**src/rtl/scl_div_pkg.sv**
```systemverilog
package scl_div_pkg;
  localparam int SCGD_W    = 6;
  localparam int BASE_HALF = 10;

  typedef enum logic [1:0] {
    PH_IDLE = 2'd0,
    PH_LOW  = 2'd1,
    PH_WAIT = 2'd2,
    PH_HIGH = 2'd3
  } phase_e;
endpackage

```
**src/rtl/scl_prescaler.sv**
```systemverilog
module scl_prescaler #(
  parameter int CDF_W = 3
) (
  input  logic             clk,
  input  logic             rst_n,
  input  logic             restart,
  input  logic [CDF_W-1:0] cdf,
  output logic             tick
);
  logic [CDF_W-1:0] pre_q;

  assign tick = (pre_q == cdf);

  always_ff @(posedge clk or negedge rst_n) begin
    if (!rst_n)               pre_q <= '0;
    else if (restart || tick) pre_q <= '0;
    else                      pre_q <= pre_q + 1'b1;
  end


  pre_le_cdf_chk: assert property (@(posedge clk) disable iff (!rst_n)
    !restart |=> (pre_q <= $past(cdf)) || $past(cdf) != cdf);
endmodule

```
**src/rtl/scl_sync.sv**
```systemverilog
module scl_sync #(
  parameter int STAGES = 2
) (
  input  logic clk,
  input  logic rst_n,
  input  logic d,
  output logic q
);
  logic [STAGES-1:0] sh;

  for (genvar i = 0; i < STAGES; i++) begin : g_stage
    if (i == 0) begin : g_first
      always_ff @(posedge clk or negedge rst_n)
        if (!rst_n) sh[0] <= 1'b0;
        else        sh[0] <= d;
    end else begin : g_next
      always_ff @(posedge clk or negedge rst_n)
        if (!rst_n) sh[i] <= 1'b0;
        else        sh[i] <= sh[i-1];
    end
  end

  assign q = sh[STAGES-1];
endmodule

```
**src/rtl/scl_cfg_reg.sv**
```systemverilog
module scl_cfg_reg import scl_div_pkg::*; #(
  parameter int CDF_W  = 3,
  parameter int COMP_W = 4,
  localparam int CFG_W = CDF_W + SCGD_W
) (
  input  logic              clk,
  input  logic              rst_n,
  input  logic              wr_en,
  input  logic [CFG_W-1:0]  wr_data,
  input  logic [COMP_W-1:0] comp_in,
  input  logic              load,
  output logic [CDF_W-1:0]  cdf_o,
  output logic [SCGD_W-1:0] scgd_o,
  output logic [COMP_W-1:0] comp_o
);
  logic [CFG_W-1:0] pend_q;
  logic [CFG_W-1:0] act_q;

  always_ff @(posedge clk or negedge rst_n) begin
    if (!rst_n)     pend_q <= '0;
    else if (wr_en) pend_q <= wr_data;
  end

  always_ff @(posedge clk or negedge rst_n) begin
    if (!rst_n) begin
      act_q  <= '0;
      comp_o <= '0;
    end else if (load) begin
      act_q  <= pend_q;
      comp_o <= comp_in;
    end
  end

  assign cdf_o  = act_q[CDF_W-1:0];
  assign scgd_o = act_q[CFG_W-1:CDF_W];


  act_hold_chk: assert property (@(posedge clk) disable iff (!rst_n)
    !load |=> $stable(act_q) && $stable(comp_o));
endmodule

```
**src/rtl/scl_phase_ctr.sv**
```systemverilog
module scl_phase_ctr import scl_div_pkg::*; #(
  parameter int COMP_W = 4,
  localparam int CNT_W = $clog2(BASE_HALF + 4 * (2**SCGD_W - 1) + 2**COMP_W)
) (
  input  logic              clk,
  input  logic              rst_n,
  input  logic              en,
  input  logic              tick,
  input  logic              scl_hi,
  input  logic [SCGD_W-1:0] scgd,
  input  logic [COMP_W-1:0] comp,
  output phase_e            phase_q,
  output phase_e            phase_d,
  output logic              scl_pull,
  output logic              low_stb,
  output logic              high_stb,
  output logic              sample_stb
);
  logic [CNT_W-1:0] cnt_q;
  logic [CNT_W-1:0] low_len;
  logic [CNT_W-1:0] high_len;
  logic [CNT_W-1:0] mid_pt;
  logic             low_done;
  logic             high_done;

  assign low_len   = CNT_W'(BASE_HALF) + (CNT_W'(scgd) << 2);
  assign high_len  = low_len + CNT_W'(comp);
  assign mid_pt    = (high_len >> 1) - 1'b1;
  assign low_done  = tick && (cnt_q == low_len - 1'b1);
  assign high_done = tick && (cnt_q == high_len - 1'b1);

  always_comb begin
    phase_d = phase_q;
    if (!en) phase_d = PH_IDLE;
    else begin
      unique case (phase_q)
        PH_IDLE: phase_d = PH_LOW;
        PH_LOW:  if (low_done)  phase_d = PH_WAIT;
        PH_WAIT: if (scl_hi)    phase_d = PH_HIGH;
        PH_HIGH: if (high_done) phase_d = PH_LOW;
        default: phase_d = PH_IDLE;
      endcase
    end
  end

  always_ff @(posedge clk or negedge rst_n) begin
    if (!rst_n) begin
      phase_q  <= PH_IDLE;
      cnt_q    <= '0;
      low_stb  <= 1'b0;
      high_stb <= 1'b0;
    end else begin
      phase_q  <= phase_d;
      low_stb  <= (phase_d == PH_LOW)  && (phase_q != PH_LOW);
      high_stb <= (phase_d == PH_HIGH) && (phase_q != PH_HIGH);
      if (phase_d != phase_q) cnt_q <= '0;
      else if (tick)          cnt_q <= cnt_q + 1'b1;
    end
  end

  assign scl_pull   = (phase_q == PH_LOW);
  assign sample_stb = (phase_q == PH_HIGH) && tick && (cnt_q == mid_pt);


  low_cnt_range_chk: assert property (@(posedge clk) disable iff (!rst_n)
    (phase_q == PH_LOW) |-> (cnt_q < low_len));

  high_cnt_range_chk: assert property (@(posedge clk) disable iff (!rst_n)
    (phase_q == PH_HIGH) |-> (cnt_q < high_len));

  high_after_line_chk: assert property (@(posedge clk) disable iff (!rst_n)
    high_stb |-> (phase_q == PH_HIGH) && $past(scl_hi));

  strobe_excl_chk: assert property (@(posedge clk) disable iff (!rst_n)
    $onehot0({low_stb, high_stb, sample_stb}));
endmodule

```
**src/rtl/scl_rate_gen.sv**
```systemverilog
module scl_rate_gen import scl_div_pkg::*; #(
  parameter int CDF_W       = 3,
  parameter int COMP_W      = 4,
  parameter int SYNC_STAGES = 2,
  localparam int CFG_W      = CDF_W + SCGD_W
) (
  input  logic              clk,
  input  logic              rst_n,
  input  logic              en,
  input  logic              cfg_we,
  input  logic [CFG_W-1:0]  cfg_wdata,
  input  logic [COMP_W-1:0] comp_cnt,
  input  logic              scl_in,
  output logic              scl_pull,
  output logic              low_stb,
  output logic              high_stb,
  output logic              sample_stb
);
  logic              tick;
  logic              scl_hi;
  logic              load;
  logic              restart;
  phase_e            phase_q;
  phase_e            phase_d;
  logic [CDF_W-1:0]  cdf_a;
  logic [SCGD_W-1:0] scgd_a;
  logic [COMP_W-1:0] comp_a;

  assign load    = (phase_q == PH_IDLE) || (phase_d == PH_LOW && phase_q != PH_LOW);
  assign restart = (phase_d != phase_q) || (phase_q == PH_IDLE);

  scl_cfg_reg #(.CDF_W(CDF_W), .COMP_W(COMP_W)) u_cfg (
    .clk(clk), .rst_n(rst_n), .wr_en(cfg_we), .wr_data(cfg_wdata),
    .comp_in(comp_cnt), .load(load),
    .cdf_o(cdf_a), .scgd_o(scgd_a), .comp_o(comp_a)
  );

  scl_prescaler #(.CDF_W(CDF_W)) u_pre (
    .clk(clk), .rst_n(rst_n), .restart(restart), .cdf(cdf_a), .tick(tick)
  );

  scl_sync #(.STAGES(SYNC_STAGES)) u_sync (
    .clk(clk), .rst_n(rst_n), .d(scl_in), .q(scl_hi)
  );

  scl_phase_ctr #(.COMP_W(COMP_W)) u_phase (
    .clk(clk), .rst_n(rst_n), .en(en), .tick(tick), .scl_hi(scl_hi),
    .scgd(scgd_a), .comp(comp_a), .phase_q(phase_q), .phase_d(phase_d),
    .scl_pull(scl_pull), .low_stb(low_stb), .high_stb(high_stb),
    .sample_stb(sample_stb)
  );


  en_off_release_chk: assert property (@(posedge clk) disable iff (!rst_n)
    !en |=> !scl_pull && !high_stb && !sample_stb);

  low_stb_pull_chk: assert property (@(posedge clk) disable iff (!rst_n)
    low_stb |-> scl_pull && !$past(scl_pull));

  no_sample_in_wait_chk: assert property (@(posedge clk) disable iff (!rst_n)
    (phase_q == PH_WAIT) |-> !sample_stb && !high_stb);
endmodule

```
**config.mk**
```make
export PLATFORM = sky130hd
export DESIGN_NAME = scl_rate_gen
export DESIGN_NICKNAME = d
export VERILOG_FILES = /design/src/rtl/scl_div_pkg.sv /design/src/rtl/scl_prescaler.sv /design/src/rtl/scl_sync.sv /design/src/rtl/scl_cfg_reg.sv /design/src/rtl/scl_phase_ctr.sv /design/src/rtl/scl_rate_gen.sv
export SDC_FILE = /design/constraint.sdc
export NUM_CORES = 1
export LEC_CHECK = 0
export CAP_MARGIN = 20
export CORE_MARGIN = 10
export CORE_UTILIZATION = 29
export DETAILED_ROUTE_END_ITERATION = 6
export DONT_BUFFER_PORTS = 1
export HOLD_SLACK_MARGIN = 0.05
export PLACE_DENSITY = 0.49
export SLEW_MARGIN = 5
export SYNTH_ARGS = -nofsm -noshare
export SYNTH_HDL_FRONTEND = slang
export SYNTH_SLANG_ARGS = --single-unit
```
**constraint.sdc**
```tcl
create_clock -name clk -period 4.79 [get_ports clk]
set_input_delay 0.2395 -clock clk [delete_from_list [all_inputs] [get_ports clk]]
set_output_delay 0.2395 -clock clk [all_outputs]
set_load 0.005 [all_outputs]
```
Yosys cells after proc, flatten, opt, wreduce, memory -nomap -nowiden --
Cells that the tools add are included.
Operators by class: $lt $le $gt $ge 0, bitwise logic cells 0, equal/unequal tests 12, add/sub/neg operators 7, muxes and demuxes 8, $mul 0, shift-type cells 0, divide/modulo/power cells 0, reductions and logical operators 11
Operators by type and width (number):
- 9-bit equality test | 3
- 9-bit 2-to-1 mux | 2
- 9-bit by 1-bit subtractor with 9-bit output, second input constant | 2
- 4-bit by 8-bit adder with 9-bit output, first input constant | 1
- 9-bit by 1-bit adder with 9-bit output, second input constant | 1
- 9-bit by 4-bit adder with 9-bit output | 1
- 8-bit by 1-bit subtractor with 9-bit output, second input constant | 1
- 2-bit 2-to-1 mux | 4
- 2-bit one-hot mux with 4 select lines | 1
- 2-bit equality test, second input constant | 3
- 1-bit logical AND | 6
- 2-bit by 1-bit equality test with 1-bit output, second input constant | 2
- 3-bit by 1-bit adder with 3-bit output, second input constant | 1
- 3-bit equality test | 1
- 1-bit logical OR | 3
- 3-bit 2-to-1 mux | 1
- 2-bit logical NOT | 1
- 2-bit by 1-bit != test with 1-bit output, second input constant | 1
- 2-bit != test | 1
- 2-bit != test, second input constant | 1
- 2-bit nonzero test | 1
Word-level totals: memories kept 0, register bits after elaboration 40, memory bits (writable) 0, bits in latches 0, logic and storage cells 48, bits in read-only memories 0, output and inout bits 4, input bits 18

Logic depth before layout (Yosys ltp) --
Gate-level depths: netlist of run 1.
depth after elaboration 12, depth in mapped cells 14, gate-level depth less buffers 10

By module --
A second synthesis of run 1 with hierarchy kept.
Second synthesis, totals: cell total of the unflattened synthesis 262, area total of the unflattened synthesis 2876.5 um^2
By module, submodules not included:
- scl_phase_ctr | seq. area each 325.3 um^2, times used 1, cells an instance 196, area an instance 1776.7 um^2
- scl_cfg_reg | seq. area each 550.5 um^2, times used 1, cells an instance 46, area an instance 852.1 um^2
- scl_prescaler | seq. area each 75.1 um^2, times used 1, cells an instance 13, area an instance 160.2 um^2
- scl_sync | seq. area each 50.0 um^2, times used 1, cells an instance 2, area an instance 50.0 um^2
- scl_rate_gen | seq. area each 0.0 um^2, times used 1, cells an instance 5, area an instance 37.5 um^2

Worst setup path after synthesis of run 1 --
No wires, ideal clock.
path kind reg2reg, start point reg u_cfg.comp_o[1], end point reg u_phase.cnt_q[0], cell stages (with the launch flop) 11, setup slack 1.629 ns, clock period less this slack 3.161 ns, path buffers 1, library setup time 0.142 ns, arrival time 3.020 ns, data required time 4.648 ns, cells stage by stage dfrtp_1 inv_1 fa_1 xor2_1 nand3_1 xor2_1 or4b_1 a21boi_0 clkbuf_1 nor4_4 nor3_1
On the way: cells in the longest elaborated chain, start to end 9, elaborated cells on any way between the ends 10, those cells by class add/sub (2); eq/ne (2); mux (4); reduce/logical (2)
Ends and longest elaborated chain:
- from (decl) | RTL line scl_cfg_reg.sv:14 | output logic [COMP_W-1:0] comp_o
- from (signal assigned) | RTL line scl_cfg_reg.sv:30 | comp_o <= comp_in;
- 9-bit by 4-bit adder with 9-bit output (*) | RTL line scl_phase_ctr.sv:27 | assign high_len = low_len + CNT_W'(comp);
- 9-bit by 1-bit subtractor with 9-bit output (*) | RTL line scl_phase_ctr.sv:30 | assign high_done = tick && (cnt_q == high_len - 1'b1);
- 9-bit equality test (*) | RTL line scl_phase_ctr.sv:30
- 1-bit logical AND (*) | RTL line scl_phase_ctr.sv:30
- 2-bit 2-to-1 mux (*) | RTL line scl_phase_ctr.sv:40 | PH_HIGH: if (high_done) phase_d = PH_LOW;
- 2-bit one-hot mux with 4 select lines (*) | RTL line scl_phase_ctr.sv:36 | unique case (phase_q)
- 2-bit 2-to-1 mux (*) | RTL line scl_phase_ctr.sv:34 | if (!en) phase_d = PH_IDLE;
- 2-bit != test (*) | RTL line scl_phase_ctr.sv:56 | if (phase_d != phase_q) cnt_q <= '0;
- 9-bit 2-to-1 mux / 2-bit nonzero test (equally long branches)
- to (signal assigned) | RTL line scl_phase_ctr.sv:57 | else if (tick) cnt_q <= cnt_q + 1'b1;
- to (decl) | RTL line scl_phase_ctr.sv:19 | logic [CNT_W-1:0] cnt_q;
Every way passes the cells marked *; elsewhere a longest branch is shown, timed or not. A chain may end at the register's enable or synchronous reset.

Worst setup path after layout of run 1 --
start point reg u_cfg.comp_o[1], end point out sample_stb
On the way: cells in the longest elaborated chain, start to end 4
Ends and longest elaborated chain:
- 9-bit by 4-bit adder with 9-bit output | RTL line scl_phase_ctr.sv:27
- 8-bit by 1-bit subtractor with 9-bit output | RTL line scl_phase_ctr.sv:28 | assign mid_pt = (high_len >> 1) - 1'b1;
- 9-bit equality test | RTL line scl_phase_ctr.sv:62 | assign sample_stb = (phase_q == PH_HIGH) && tick && (cnt_q == mid_pt);
- 1-bit logical AND | RTL line scl_phase_ctr.sv:62
- to (decl) | RTL line scl_rate_gen.sv:17 | output logic sample_stb
Every way passes these cells.

==> impl_metrics.json, run 1 <==
{
  "syn2layout_area_growth_pct": 7.86,
  "viasPerCell": 5.32,
  "p_per_area_nw_per_um2": 365,
  "clockRootBuffer": "clkbuf_8",
  "synthFlopType": "dfrtp_1",
  "drv_cap": 0,
  "worst_setup_path_end_kind": "primary output",
  "hold_slack_ns": 0.0834,
  "clock-skew-final_ns": 0.00554,
  "fillers": 1099,
  "synthArstFlopShare_pct": 100,
  "track_usage_pct": 9.98,
  "grt_max_degree": 41,
  "cts_max_path_buffers": 2,
  "num_rows": 37,
  "tns_ns": 0,
  "dp.cells": 458,
  "seq_area_frac_synth_pct": 32.1,
  "min_period_ns": 3.93,
  "grt_pass1_vias": 2436,
  "top_layer": "met4",
  "hp-class": "input pin to flip-flop",
  "dpl.hpwl_mm": 5.41,
  "vias": 2496,
  "arrival_ns": 3.69,
  "post-route-period-util_pct": 82.0,
  "instances_no_fill": 469,
  "ys_ff_latch": 40,
  "synth_edf_count": 0,
  "drt_iter0_markers": 92,
  "insertion_delay_ns": 0.29,
  "worstPathMaxFanout": 8,
  "power_leakage_uw": 0.00126,
  "worst-setup-path-type": "flip-flop to primary output",
  "die_x_um": 124,
  "cts_resized": 0,
  "place_congestion": 0.802,
  "hold_viol": 0,
  "syn-num-nets": 373,
  "wl_met2_mm": 3.28,
  "n_antenna_cell": 0,
  "path_buf_inv": 1,
  "avgRoutedWirePerCell_um": 15.6,
  "cts_num_sinks": 40,
  "cpLargestDelayFamily": "simple AND/OR/NAND/NOR gates",
  "final_common_cell": "dfrtp_1",
  "cts_max_level": 2,
  "portBuffers": 0,
  "netlist_instances": 345,
  "start_kind": "flip-flop",
  "worstMarginPinSlew_ns": 1.02,
  "first_pass_iters": 4,
  "wl_met1_mm": 3.51,
  "grt_pass1_wl_mm": 12.4,
  "multi_input_area_um2": 1980,
  "finalSetupViolations": 0,
  "crit_chain": "inv_1, fa_1, nor2b_1, o21ai_0, xnor2_1, nand2_1, or4_1, or2_2, a311oi_1",
  "synth.avg_cell_area_um2": 9.05,
  "final_max_slew_viol_count": 0,
  "drc": 0,
  "cp.required_ns": 4.55,
  "die_h_um": 124,
  "critPathMaxStageDelay_ns": 0.57,
  "final_nets": 360,
  "ff_latch_area_um2": 1000,
  "final_cell_mix": "dfrtp_1 (40), xnor2_1 (26), nand2_1 (25)",
  "final_antenna_net_count": 0,
  "yosys_warnings": 0,
  "setup_ws_ns": 0.861,
  "status": "finished, final reports clean",
  "start_util_pct": 30.0,
  "drive_above_1_share_pct": 11.7,
  "clk_pin_slew_ns": 0.08,
  "numCtsBuffers": 5,
  "fp.dieArea_um2": 15300,
  "dr_wl_met3_um": 379,
  "ir_worst_vdd_mv": 0.181,
  "ios": 22,
  "dpl_worst_slack_ns": 0.997,
  "antenna_found_initial": 0,
  "drt_wl_total_mm": 7.30,
  "ys_types": 58,
  "core_um2": 10400,
  "cpMaxStageDelayCell": "or4_1",
  "slew_headroom_pct": 31.7,
  "overflow": 0,
  "syn_area_um2": 3120,
  "fmax_ghz": 0.255,
  "rsz0062_at_grt": "false",
  "cts_tree": "built"
}
==> flip-flops by register name (all words and copies together) (netlist names) <==
name              cells
u_pre.pre_q           3
u_sync.q              1
u_phase.phase_q       2
u_phase.low_stb       1
u_phase.high_stb      1
u_phase.cnt_q         9
u_cfg.pend_q          9
u_sync.sh             1
u_cfg.act_q           9
u_cfg.comp_o          4
==> synth_stat cells (6+ instances only) <==
cell / instances / area [um^2]
a22oi_1: 13 / 97.6
and2_1: 8 / 50.1
and3_1: 6 / 37.5
buf_2: 7 / 35.0
clkbuf_1: 15 / 56.3
dfrtp_1: 40 / 1000
ha_1: 9 / 113
inv_1: 10 / 37.5
mux2_2: 10 / 113
nand2_1: 25 / 93.8
nand3_1: 23 / 115
nor2_1: 20 / 75.1
nor3_1: 13 / 65.1
o31ai_1: 14 / 105
or4_1: 14 / 105
xnor2_1: 26 / 228
xor2_1: 16 / 140
==> where the power goes <==
group	internal, uW	switching (uW)	total (uW)	leakage [uW]
Sequential	364	39.2	403	0.000487
Clock	154	124	279	0.0000541
Combinational	214	333	547	0.000718
Total	733	496	1230	0.00126
==> layout make-up <==
cell class / count / area share (%)
clock buffers: 5 / 2.04
clock inverters: 3 / 1.26
inverters: 10 / 1.11
multi-input cells: 268 / 58.7
flip-flops and latches: 40 / 29.7
well taps: 136 / 5.05
repair buffers: 7 / 2.08
==> cell families (layout without fill, tap and decap cells) <==
| logic type | count (synthesis) | count (layout) | share of synthesized area (%) |
|---|---|---|---|
| adder cells (fa/ha/maj) | 10 | 10 | 4.25 |
| AO/OA/AOI/OAI | 58 | 58 | 15.1 |
| XOR/XNOR | 44 | 44 | 13.0 |
| multiplexers | 14 | 14 | 4.89 |
| buffers and inverters | 37 | 25 | 4.85 |
| AND/OR/NAND/NOR | 142 | 142 | 25.9 |
| flip-flops | 40 | 40 | 32.1 |
==> metrics by stage <==
stage	cell area, um^2	total power [uW]	util, %
6_report	3370	1230	32.3
5_1_grt	3370	1320	32.3
4_1_cts	3370	1240	32.3
3_5_place_dp	3220	947	30.9
3_3_place_gp	3220	938	30.9
2_1_floorplan	3120	853	-
==> path summary, 6_finish.rpt <==
| kind | cells past startpoint | slack [ns] | to | from |
|---|---|---|---|---|
| max | 9 | 0.86 | sample_stb | u_cfg.comp_o[1] |
| min | 1 | 0.08 | u_phase.phase_q[0] | en |
| max reg2reg | 10 | 1.00 | u_phase.cnt_q[6] | u_cfg.comp_o[1] |
| min reg2reg | 0 | 0.35 | u_sync.q | u_sync.sh[0] |
| max in group asynchronous | 2 | 4.19 | u_phase.cnt_q[4] | rst_n |
| min in group asynchronous | 2 | 0.40 | u_cfg.pend_q[6] | rst_n |
==> routing by layer <==
layer / track usage, % / vias up
li1: - / 1228
met4: 3.49 / 0
met2: 15.4 / 44
met1: 12.9 / 1213
met3: 3.03 / 11
met5: 0 / -
==> what timing repair did <==
action / in CTS / in global routing
endpoints found under the setup margin: 0 / 0
hold buffers: 3 / 0
setup buffers: 0 / 0
endpoints found under the hold margin: 41 / 0
Power figures use the tool's default switching activity.
==> run 2, diff against run 1 <==
==> constraint.sdc (replaced) <==
create_clock -name clk -period 4.1 [get_ports clk]
set_input_delay 0.205 -clock clk [delete_from_list [all_inputs] [get_ports clk]]
set_output_delay 0.205 -clock clk [all_outputs]
set_load 0.005 [all_outputs]
==> run 2 against run 1 <==
Net effect:
- clock skew increased by 0.0053 ns
- critical path type unchanged
- combinational power increased by 23%
- largest cell class unchanged
- die area unchanged
==> impl_metrics.json, run 2 (synthesized netlist as in run 1, its figures left out) <==
{
  "status": "finished, final reports clean",
  "vias": 2513,
  "final_antenna_net_count": 0,
  "cts_tree": "built",
  "finalSetupViolations": 0,
  "fp.dieArea_um2": 15300,
  "clock-skew-final_ns": 0.0108,
  "grt_pass1_wl_mm": 12.5,
  "avgRoutedWirePerCell_um": 15.5,
  "cts_num_sinks": 40,
  "pwr-share-comb_pct": 47.1,
  "dpl.hpwl_mm": 5.37,
  "insertion_delay_ns": 0.30,
  "worst-setup-path-type": "flip-flop to primary output",
  "num_rows": 37,
  "clockRootBuffer": "clkbuf_8",
  "syn2layout_area_growth_pct": 11.9,
  "grt_pass1_vias": 2406,
  "drc": 0,
  "drt_wl_total_mm": 7.49,
  "die_x_um": 124,
  "final_common_cell": "dfrtp_1",
  "slew_headroom_pct": 52.0,
  "cp.required_ns": 3.89,
  "seq_power_share_pct": 32.8,
  "cts_max_level": 2,
  "largestRegisters": "u_cfg.act_q x9, u_cfg.pend_q x9, u_phase.cnt_q x9",
  "worst_setup_path_end_kind": "primary output",
  "p_switching_uw": 594,
  "worstMarginPinSlew_ns": 0.715,
  "cts_setup_buffers": 0,
  "hp-class": "input pin to flip-flop",
  "start_util_pct": 30.0,
  "antenna_found_initial": 0,
  "numCtsBuffers": 5,
  "setup_ws_ns": 0.279,
  "core_um2": 10400,
  "power.share.switching_pct": 41.6,
  "place_congestion": 0.803,
  "drt_iter0_markers": 129,
  "first_pass_iters": 4,
  "clk_pin_slew_ns": 0.09,
  "fillers": 1058,
  "drive_above_1_share_pct": 12.7,
  "start_kind": "flip-flop",
  "worstPathMaxFanout": 8,
  "p_per_area_nw_per_um2": 409,
  "arrival_ns": 3.62,
  "n_antenna_cell": 0,
  "final_max_slew_viol_count": 0,
  "fmax_ghz": 0.262,
  "min_period_ns": 3.82,
  "fin_util_pct": 33.5,
  "power_leakage_uw": 0.00132,
  "tns_ns": 0,
  "design_area_um2": 3490,
  "grt_max_degree": 41,
  "track_usage_pct": 10.0,
  "final_nets": 373,
  "placed_area_um2": 3230,
  "cell_internal_pwr_uw": 834,
  "die_h_um": 124,
  "portBuffers": 0,
  "power.share.clock_pct": 20.1,
  "final_cell_mix": "dfrtp_1 (40), xnor2_1 (25), nand2_1 (25)",
  "post-route-period-util_pct": 93.2,
  "viasPerCell": 5.21,
  "hold_viol": 0,
  "overflow": 0,
  "rsz0062_at_grt": "false",
  "drv_cap": 0,
  "cts_max_path_buffers": 2,
  "ios": 22,
  "ir_worst_vdd_mv": 0.187,
  "dpl_worst_slack_ns": 0.337
}
-- run 2: changes by cell type in the layout (fill, tap and decap cells not counted), sizes merged --
cell         change
dlygate4sd3     +11
buf              +2
bufinv           -1
clkbuf           +1
clkinvlp         -1
inv              +1
-- run 2: worst paths after layout --
| check | from | end | slack, ns | depth (start not counted) |
|---|---|---|---|---|
| max | u_cfg.comp_o[1] | sample_stb | 0.28 | 9 |
| min | cfg_we | u_cfg.pend_q[4] | 0.06 | 1 |
| max reg2reg | u_cfg.comp_o[1] | u_phase.cnt_q[3] | 0.50 | 10 |
| min reg2reg | u_sync.sh[0] | u_sync.q | 0.36 | 0 |
| max in group asynchronous | rst_n | u_phase.cnt_q[2] | 3.53 | 2 |
| min in group asynchronous | rst_n | u_cfg.pend_q[7] | 0.36 | 2 |
-- run 2: critical path: stages (launching register included) --
cell	delay, ns
dfrtp_1	0.53
inv_1	0.13
fa_1	0.45
nor2b_1	0.24
o21ai_0	0.19
a221oi_1	0.30
nand4_1	0.29
or4_1	0.57
or2_2	0.32
a311oi_2	0.31
-- run 2: layout make-up --
type | instances | area (um^2) | area share (%)
inverter | 10 | 37.5 | 1.07
clock inverter | 2 | 13.8 | 0.394
clock buffer | 6 | 82.6 | 2.36
multi-input combinational | 268 | 1990 | 57.0
tap | 136 | 170 | 4.87
sequential | 40 | 1000 | 28.7
timing repair buffer | 20 | 195 | 5.59
-- run 2: routing by layer --
metal | vias to the layer above | part of all wire [%] | GRT usage (%)
li1 | 1253 | - | -
met1 | 1210 | 47 | 13.3
met2 | 43 | 47 | 15.6
met3 | 7 | 4.6 | 2.58
met4 | 0 | 1.3 | 3.13
met5 | - | 0 | 0
-- run 2: repair_timing --
item                       in CTS  in global routing
hold endpoints to repair       52                  4
setup endpoints to repair       0                  3
resized for setup               0                  3
hold buffers                   13                  1
-- run 2: power groups by stage --
| stage | Sequential (uW) | Clock, uW | Combinational (uW) |
|---|---|---|---|
| floorplan | 453 | 0 | 543 |
| global placement | 475 | 0 | 635 |
| detailed placement | 476 | 0 | 640 |
| CTS | 468 | 297 | 662 |
| global route | 475 | 311 | 749 |
| finish | 468 | 287 | 673 |
-- run 2: through the flow --
step,cells,hold slack [ns],power [uW]
6_report,482,0.0607,1430
3_3_place_gp,460,-0.0890,1110
3_5_place_dp,460,-0.0890,1120
2_1_floorplan,345,-0.0906,997
4_1_cts,481,0.0540,1430
5_1_grt,482,0.0461,1530
